`src/rtl/pwm_dbuf_pkg.sv`:
```
package pwm_dbuf_pkg;

    typedef enum logic [1:0] {
        ADDR_PERIOD = 2'd0,
        ADDR_DUTY   = 2'd1,
        ADDR_CTRL   = 2'd2,
        ADDR_CLEAR  = 2'd3
    } reg_addr_e;

    typedef enum logic {
        ST_OFF = 1'b0,
        ST_RUN = 1'b1
    } run_state_e;

    localparam int CTRL_EN_BIT  = 0;
    localparam int CTRL_SEL_BIT = 1;
    localparam int CTRL_IE_BIT  = 2;
    localparam int CLEAR_BIT    = 0;

endpackage

```
`src/rtl/pwm_dbuf_fsm.sv`:
```
module pwm_dbuf_fsm
    import pwm_dbuf_pkg::*;
#(
    parameter int CNT_W = 8
) (
    input  logic             clk,
    input  logic             rst_n,
    input  logic             wr_en,
    input  reg_addr_e        wr_addr,
    input  logic [CNT_W-1:0] wr_data,
    output logic             run,
    output logic             per_wr_ok
);

    run_state_e state_q, state_d;
    logic       ctrl_wr;

    assign ctrl_wr = wr_en && (wr_addr == ADDR_CTRL);

    always_comb begin
        state_d = state_q;
        unique case (state_q)
            ST_OFF: if (ctrl_wr && wr_data[CTRL_EN_BIT])  state_d = ST_RUN; // arm
            ST_RUN: if (ctrl_wr && !wr_data[CTRL_EN_BIT]) state_d = ST_OFF; // halt
            default: state_d = ST_OFF;
        endcase
    end

    always_ff @(posedge clk) begin
        if (!rst_n) state_q <= ST_OFF;
        else        state_q <= state_d;
    end

    always_comb begin
        run       = 1'b0;
        per_wr_ok = 1'b0;
        unique case (state_q)
            ST_OFF:  per_wr_ok = 1'b1;
            ST_RUN:  run       = 1'b1;
            default: per_wr_ok = 1'b0;
        endcase
    end

    // a control write with enable clear always lands in ST_OFF
    p_halt_r5: assert property (@(posedge clk) disable iff (!rst_n)
        (ctrl_wr && !wr_data[CTRL_EN_BIT]) |=> !run);

    // a control write with enable set always lands in ST_RUN
    p_arm_r1: assert property (@(posedge clk) disable iff (!rst_n)
        (ctrl_wr && wr_data[CTRL_EN_BIT]) |=> run);

endmodule

```
`src/rtl/pwm_dbuf_regs.sv`:
```
module pwm_dbuf_regs
    import pwm_dbuf_pkg::*;
#(
    parameter int CNT_W = 8
) (
    input  logic             clk,
    input  logic             rst_n,
    input  logic             wr_en,
    input  reg_addr_e        wr_addr,
    input  logic [CNT_W-1:0] wr_data,
    input  logic             run,
    input  logic             per_wr_ok,
    input  logic             match,
    output logic [CNT_W-1:0] period,
    output logic [CNT_W-1:0] act_duty,
    output logic             out_sel,
    output logic             irq_en,
    output logic             flag
);

    logic [CNT_W-1:0] duty_stage;
    logic             per_wr, duty_wr, ctrl_wr, clr_wr;

    assign per_wr  = wr_en && (wr_addr == ADDR_PERIOD) && per_wr_ok;
    assign duty_wr = wr_en && (wr_addr == ADDR_DUTY);
    assign ctrl_wr = wr_en && (wr_addr == ADDR_CTRL);
    assign clr_wr  = wr_en && (wr_addr == ADDR_CLEAR) && wr_data[CLEAR_BIT];

    always_ff @(posedge clk) begin
        if (!rst_n) begin
            period     <= '0;
            duty_stage <= '0;
            out_sel    <= 1'b0;
            irq_en     <= 1'b0;
        end else begin
            if (per_wr)  period     <= wr_data;
            if (duty_wr) duty_stage <= wr_data;
            if (ctrl_wr) begin
                out_sel <= wr_data[CTRL_SEL_BIT];
                irq_en  <= wr_data[CTRL_IE_BIT];
            end
        end
    end

    // shadow latch: transparent while stopped, period-boundary load while running
    always_ff @(posedge clk) begin
        if (!rst_n)              act_duty <= '0;
        else if (!run || match)  act_duty <= duty_stage;
    end

    // sticky flag, set has priority over clear
    always_ff @(posedge clk) begin
        if (!rst_n)      flag <= 1'b0;
        else if (match)  flag <= 1'b1;
        else if (clr_wr) flag <= 1'b0;
    end

    p_period_frozen_r7: assert property (@(posedge clk) disable iff (!rst_n)
        run |=> $stable(period));

    p_duty_held_r4: assert property (@(posedge clk) disable iff (!rst_n)
        (run && !match) |=> $stable(act_duty));

    p_flag_set_r8: assert property (@(posedge clk) disable iff (!rst_n)
        match |=> flag);

endmodule

```
`src/rtl/pwm_dbuf_core.sv`:
```
module pwm_dbuf_core #(
    parameter int CNT_W = 8
) (
    input  logic             clk,
    input  logic             rst_n,
    input  logic             run,
    input  logic [CNT_W-1:0] period,
    input  logic [CNT_W-1:0] act_duty,
    output logic             match,
    output logic             wave
);

    logic [CNT_W-1:0] cnt_q;
    logic             below, saturate;

    assign match = run && (cnt_q == period);

    always_ff @(posedge clk) begin
        if (!rst_n)     cnt_q <= '0;
        else if (!run)  cnt_q <= '0;
        else if (match) cnt_q <= '0;
        else            cnt_q <= cnt_q + 1'b1;
    end

    assign below    = (cnt_q < act_duty);
    assign saturate = (act_duty >= period);
    assign wave     = run && (below || saturate);

    p_wrap_r2: assert property (@(posedge clk) disable iff (!rst_n)
        match |=> (cnt_q == '0));

    p_in_range_r2: assert property (@(posedge clk) disable iff (!rst_n)
        run |-> (cnt_q <= period));

    p_held_zero_r5: assert property (@(posedge clk) disable iff (!rst_n)
        !run |=> (cnt_q == '0));

endmodule

```
`src/rtl/pwm_dbuf.sv`:
```
module pwm_dbuf
    import pwm_dbuf_pkg::*;
#(
    parameter int CNT_W = 8
) (
    input  logic             clk,
    input  logic             rst_n,
    input  logic             wr_en,
    input  logic [1:0]       wr_addr,
    input  logic [CNT_W-1:0] wr_data,
    output logic             pwm_pin,
    output logic             pwm_oe,
    output logic             irq_flag,
    output logic             irq
);

    reg_addr_e        addr;
    logic             run, per_wr_ok, match, wave, out_sel, irq_en, flag;
    logic [CNT_W-1:0] period, act_duty;

    assign addr = reg_addr_e'(wr_addr);

    pwm_dbuf_fsm #(.CNT_W(CNT_W)) u_fsm (
        .clk       (clk),
        .rst_n     (rst_n),
        .wr_en     (wr_en),
        .wr_addr   (addr),
        .wr_data   (wr_data),
        .run       (run),
        .per_wr_ok (per_wr_ok)
    );

    pwm_dbuf_regs #(.CNT_W(CNT_W)) u_regs (
        .clk       (clk),
        .rst_n     (rst_n),
        .wr_en     (wr_en),
        .wr_addr   (addr),
        .wr_data   (wr_data),
        .run       (run),
        .per_wr_ok (per_wr_ok),
        .match     (match),
        .period    (period),
        .act_duty  (act_duty),
        .out_sel   (out_sel),
        .irq_en    (irq_en),
        .flag      (flag)
    );

    pwm_dbuf_core #(.CNT_W(CNT_W)) u_core (
        .clk      (clk),
        .rst_n    (rst_n),
        .run      (run),
        .period   (period),
        .act_duty (act_duty),
        .match    (match),
        .wave     (wave)
    );

    assign pwm_oe   = out_sel;
    assign pwm_pin  = wave && out_sel;
    assign irq_flag = flag;
    assign irq      = flag && irq_en;

    p_low_when_off_r5: assert property (@(posedge clk) disable iff (!rst_n)
        !run |-> !pwm_pin);

    p_pin_gated_r10: assert property (@(posedge clk) disable iff (!rst_n)
        !pwm_oe |-> !pwm_pin);

    p_irq_needs_flag_r9: assert property (@(posedge clk) disable iff (!rst_n)
        irq |-> irq_flag);

endmodule

```
`config.mk`:
```
export PLATFORM = sky130hd
export DESIGN_NAME = pwm_dbuf
export DESIGN_NICKNAME = d
export VERILOG_FILES = /design/src/rtl/pwm_dbuf_pkg.sv /design/src/rtl/pwm_dbuf_fsm.sv /design/src/rtl/pwm_dbuf_regs.sv /design/src/rtl/pwm_dbuf_core.sv /design/src/rtl/pwm_dbuf.sv
export SDC_FILE = /design/constraint.sdc
export NUM_CORES = 1
export LEC_CHECK = 0
export BUFFER_PORTS_ARGS = -buffer_cell sky130_fd_sc_hd__buf_2
export CAP_MARGIN = 25
export CORE_MARGIN = 2
export CORE_UTILIZATION = 55
export CTS_CLUSTER_SIZE = 28
export DETAILED_ROUTE_END_ITERATION = 10
export PLACE_DENSITY = 0.75
export REMOVE_ABC_BUFFERS = 1
export SLEW_MARGIN = 25
export SYNTH_ARGS = -nofsm -noshare
export SYNTH_HDL_FRONTEND = slang
export SYNTH_SLANG_ARGS = --single-unit
```
`constraint.sdc`:
```
create_clock -name clk -period 1.9 [get_ports clk]
set_input_delay 0.285 -clock clk [delete_from_list [all_inputs] [get_ports clk]]
set_output_delay 0.285 -clock clk [all_outputs]
set_load 0.01 [all_outputs]
```
==> impl_metrics.env <==
export IMPL_ys_types=34
export IMPL_setup_tns_ns=-0.307
export IMPL_clk_latency_ns=0.34
export IMPL_yosys_warnings=0
export IMPL_critPathKind="reg -> out"
export IMPL_h_tree_depth=2
export IMPL_crit_arrival_ns=1.92
export IMPL_clk_path_buf_depth=2
export IMPL_p_leak_nw=0.984
export IMPL_hpwlAfterDp_um=2720
export IMPL_final_core_util_pct=66.6
export IMPL_synthCells=210
export IMPL_worst_pin_slew_ns=0.532
export IMPL_critPathMaxStageDelay_ns=0.53
export IMPL_coreArea_um2=3310
export IMPL_grt_remaining_overflow=0
export IMPL_hold_viol_final=0
export IMPL_setup_ws_ns=-0.307
export IMPL_track_usage_pct=20.5
export IMPL_rsz0062_at_grt="true"
export IMPL_finalNonFillerCells=288
export IMPL_tritoncts="done"
export IMPL_synthSimpleGateAreaFrac_pct=20.7
export IMPL_cts_root_buf="clkbuf_4"
export IMPL_wl_um=3670
export IMPL_end_kind="output pin"
export IMPL_worst_hold_slack_ns=0.188
export IMPL_muxShareOfSynthArea_pct=10.1
export IMPL_p_per_area_nw_per_um2=658
export IMPL_grt_max_degree=37
export IMPL_timing_fmax_mhz=453
export IMPL_failed_checks="negative setup slack"
export IMPL_crit_path_max_fanout=3
export IMPL_cp_startpoint="u_regs.period[4]$_SDFFE_PN0P_"
export IMPL_grt_pass1_wl_um=6260
export IMPL_swShare_pct=23.0
export IMPL_dieArea_um2=3910
export IMPL_internal_power_w=0.00112
export IMPL_p_clk_share_pct=36.3
export IMPL_firstDrtPassIters=4
export IMPL_synth_adder_area_share_pct=10.6
export IMPL_grt_pass1_vias=1388
export IMPL_cp_start_kind="register"
export IMPL_period_needed_ns=2.21
export IMPL_fin_skew_ns=0.0106
export IMPL_placed_cells=280
export IMPL_ios=17
export IMPL_num_vias=1448
export IMPL_cts_buffers=5
export IMPL_fill_cells=306
export IMPL_power_w=0.00145
export IMPL_slew_limit_headroom_pct=64.4
export IMPL_status="finished with violations"
export IMPL_layout_common_cells="37 x nand2_1, 28 x dfxtp_1, 19 x mux2i_1"
export IMPL_power_share_sequential_pct=54.2
export IMPL_antenna_found_initial=0
export IMPL_rows=21
export IMPL_met2WireLength_um=1680
export IMPL_place_congestion=0.837
export IMPL_setup_violations_final=1
export IMPL_clk_pin_slew_worst_paths_ns=0.11
export IMPL_clock_sinks=36
export IMPL_final_layout_size_suffix_gt1_share_pct=21.9
export IMPL_route_detailed_drc=0
export IMPL_met3WireLength_um=124
export IMPL_drt_initial_drc_count=34
export IMPL_ys_ff_latch=36
export IMPL_ant_nets=0
export IMPL_routedWlPerCell_um=12.7
export IMPL_areaGrowthSynthToFinish_pct=17.1
export IMPL_vdd_drop_max_mv=0.570
export IMPL_layout_worst_path_cycle_share_pct=116
export IMPL_endpoint="pwm_pin"
export IMPL_antenna_cells=0
export IMPL_fin_nets=270
export IMPL_routed_via_density=5.03
export IMPL_p_comb_share_pct=9.5
export IMPL_synth_compound_area_share_pct=8.44
export IMPL_worstReg2RegEnd="u_regs.act_duty[1]$_SDFFE_PN0P_"
export IMPL_synth_seq_area_share_pct=38.3
export IMPL_avgSynthCellArea_um2=8.96
export IMPL_netlist_area_um2=1880
export IMPL_regToRegSetupSlack_ns=0.19
export IMPL_hold_path_class="in -> reg"
export IMPL_die_h_um=62.5
export IMPL_io_buffers=16
export IMPL_dr_max_layer_used="met4"
export IMPL_multi_input_area_um2=1080
export IMPL_synth_xor_area_share_pct=6.52
export IMPL_synth_top_family_by_area="simple AND/OR/NAND/NOR gates"
export IMPL_r2r_start="u_core.cnt_q[3]$_SDFF_PP0_"
export IMPL_path_cells="inv_1 > ha_1 > nand2_1 > or4_1 > a31oi_1 > buf_2"
export IMPL_maxCapViolCount=0
export IMPL_worstRegToRegCells=6
export IMPL_dieWidth_um=62.5
export IMPL_initial_core_util_pct=56.8
export IMPL_layout_area_seq_um2=731
export IMPL_mostFrequentLayoutCell="nand2_1"
export IMPL_switching_power_w=0.000333
export IMPL_crit_slowest_cell="or4_1"
export IMPL_cp_required_ns=1.62
export IMPL_drv_slew=0
export IMPL_wirelength_met1_um=1780
[cells in the mapped netlist, drive strengths merged]
master | instances | area [um^2]
a21oi | 2 | 10.0
nand3b | 2 | 15.0
nand2 | 37 | 139
a2bb2oi | 1 | 8.76
xnor2 | 1 | 8.76
o21a | 2 | 15.0
nor3 | 1 | 5.00
and2 | 1 | 6.26
inv | 17 | 63.8
a211oi | 1 | 7.51
a21boi | 9 | 67.6
ha | 16 | 200
nor2b | 12 | 75.1
nor4 | 2 | 25.0
and3 | 2 | 13.8
buf | 2 | 16.3
a21o | 1 | 8.76
nand4 | 2 | 12.5
o311ai | 1 | 8.76
mux2i | 19 | 190
a2111oi | 2 | 17.5
a32oi | 1 | 8.76
nand2b | 3 | 18.8
or3 | 1 | 6.26
clkbuf | 5 | 18.8
xor2 | 13 | 114
nand3 | 5 | 25.0
nor2 | 11 | 41.3
dfxtp | 36 | 721
a31oi | 1 | 6.26
or4 | 1 | 7.51
[state kept, by name (all words and copies together), names as in the netlist, named ones only]
| signal | cells |
|---|---|
| u_core.cnt_q | 8 |
| u_regs.act_duty | 8 |
| u_regs.duty_stage | 8 |
| u_regs.period | 8 |
| u_regs.flag | 1 |
| u_regs.irq_en | 1 |
| u_regs.out_sel | 1 |
[power groups by stage]
| stage | clock (W) | combinational [W] | sequential [W] |
|---|---|---|---|
| floorplan | 0 | 0.0000767 | 0.000801 |
| global placement | 0 | 0.000131 | 0.000801 |
| detailed placement | 0 | 0.000133 | 0.000802 |
| CTS | 0.000540 | 0.000137 | 0.000785 |
| global route | 0.000584 | 0.000153 | 0.000789 |
| finish | 0.000526 | 0.000138 | 0.000785 |
[metrics by stage]
stage / worst slack [ns] / area, um^2
after floorplan: 0.161 / 1850
after detailed placement: -0.0416 / 2100
final: -0.307 / 2200
after global routing: -0.429 / 2200
after CTS: -0.319 / 2190
after global placement: 0.0332 / 2100
[how the worst min path moves through the flow]
stage                                            from                         endpoint  slack [ns]  depth (start not counted)
finish                                     wr_data[6]    u_regs.period[6]$_SDFFE_PN0P_        0.19                          3
global route                               wr_data[6]    u_regs.period[6]$_SDFFE_PN0P_        0.18                          3
CTS                                        wr_data[6]    u_regs.period[6]$_SDFFE_PN0P_        0.17                          3
detailed placement  u_regs.duty_stage[3]$_SDFFE_PN0P_  u_regs.act_duty[3]$_SDFFE_PN0P_        0.45                          2
global placement    u_regs.duty_stage[3]$_SDFFE_PN0P_  u_regs.act_duty[3]$_SDFFE_PN0P_        0.44                          2
floorplan                                       rst_n         u_regs.flag$_SDFFE_PN0P_        0.41                          1
[kinds of logic after synthesis]
kind of cell / after synthesis
flip-flops: 36
XOR/XNOR: 14
adder cells (fa/ha/maj): 16
multiplexers: 19
AND/OR/NAND/NOR: 80
buffers and inverters: 24
AO/OA/AOI/OAI: 21
[layout make-up]
cell class              count  share of cell area, %
inverters                  17                   2.90
repair buffers             31                   8.75
well taps                  46                   2.61
flip-flops and latches     36                   33.2
clock inverters             2                   1.59
multi-input cells         150                   49.1
clock buffers               6                   1.87
[critical path, delay by kind of cell, from the launching register on]
kind | cells | cell delay, ns
simple gates | 2 | 0.57
fa+ha+maj | 1 | 0.26
flops | 1 | 0.38
buf+inv | 2 | 0.21
compound gates | 1 | 0.16
[layer usage]
| layer | vias to the layer above | track usage (%) |
|---|---|---|
| met4 | 0 | 7.78 |
| met3 | 9 | 6.85 |
| met2 | 18 | 32.4 |
| met5 | - | 0 |
| met1 | 654 | 26.0 |
| li1 | 767 | - |
[what timing repair did]
action | in CTS | in global routing
hold buffers | 0 | 0
endpoints found under the hold margin | 0 | 0
gates resized for setup | 6 | 7
buffers inserted | 0 | 0
gates cloned | 0 | 0
endpoints found under the setup margin | 1 | 1
Note: power is estimated with default switching activity, not from simulation.
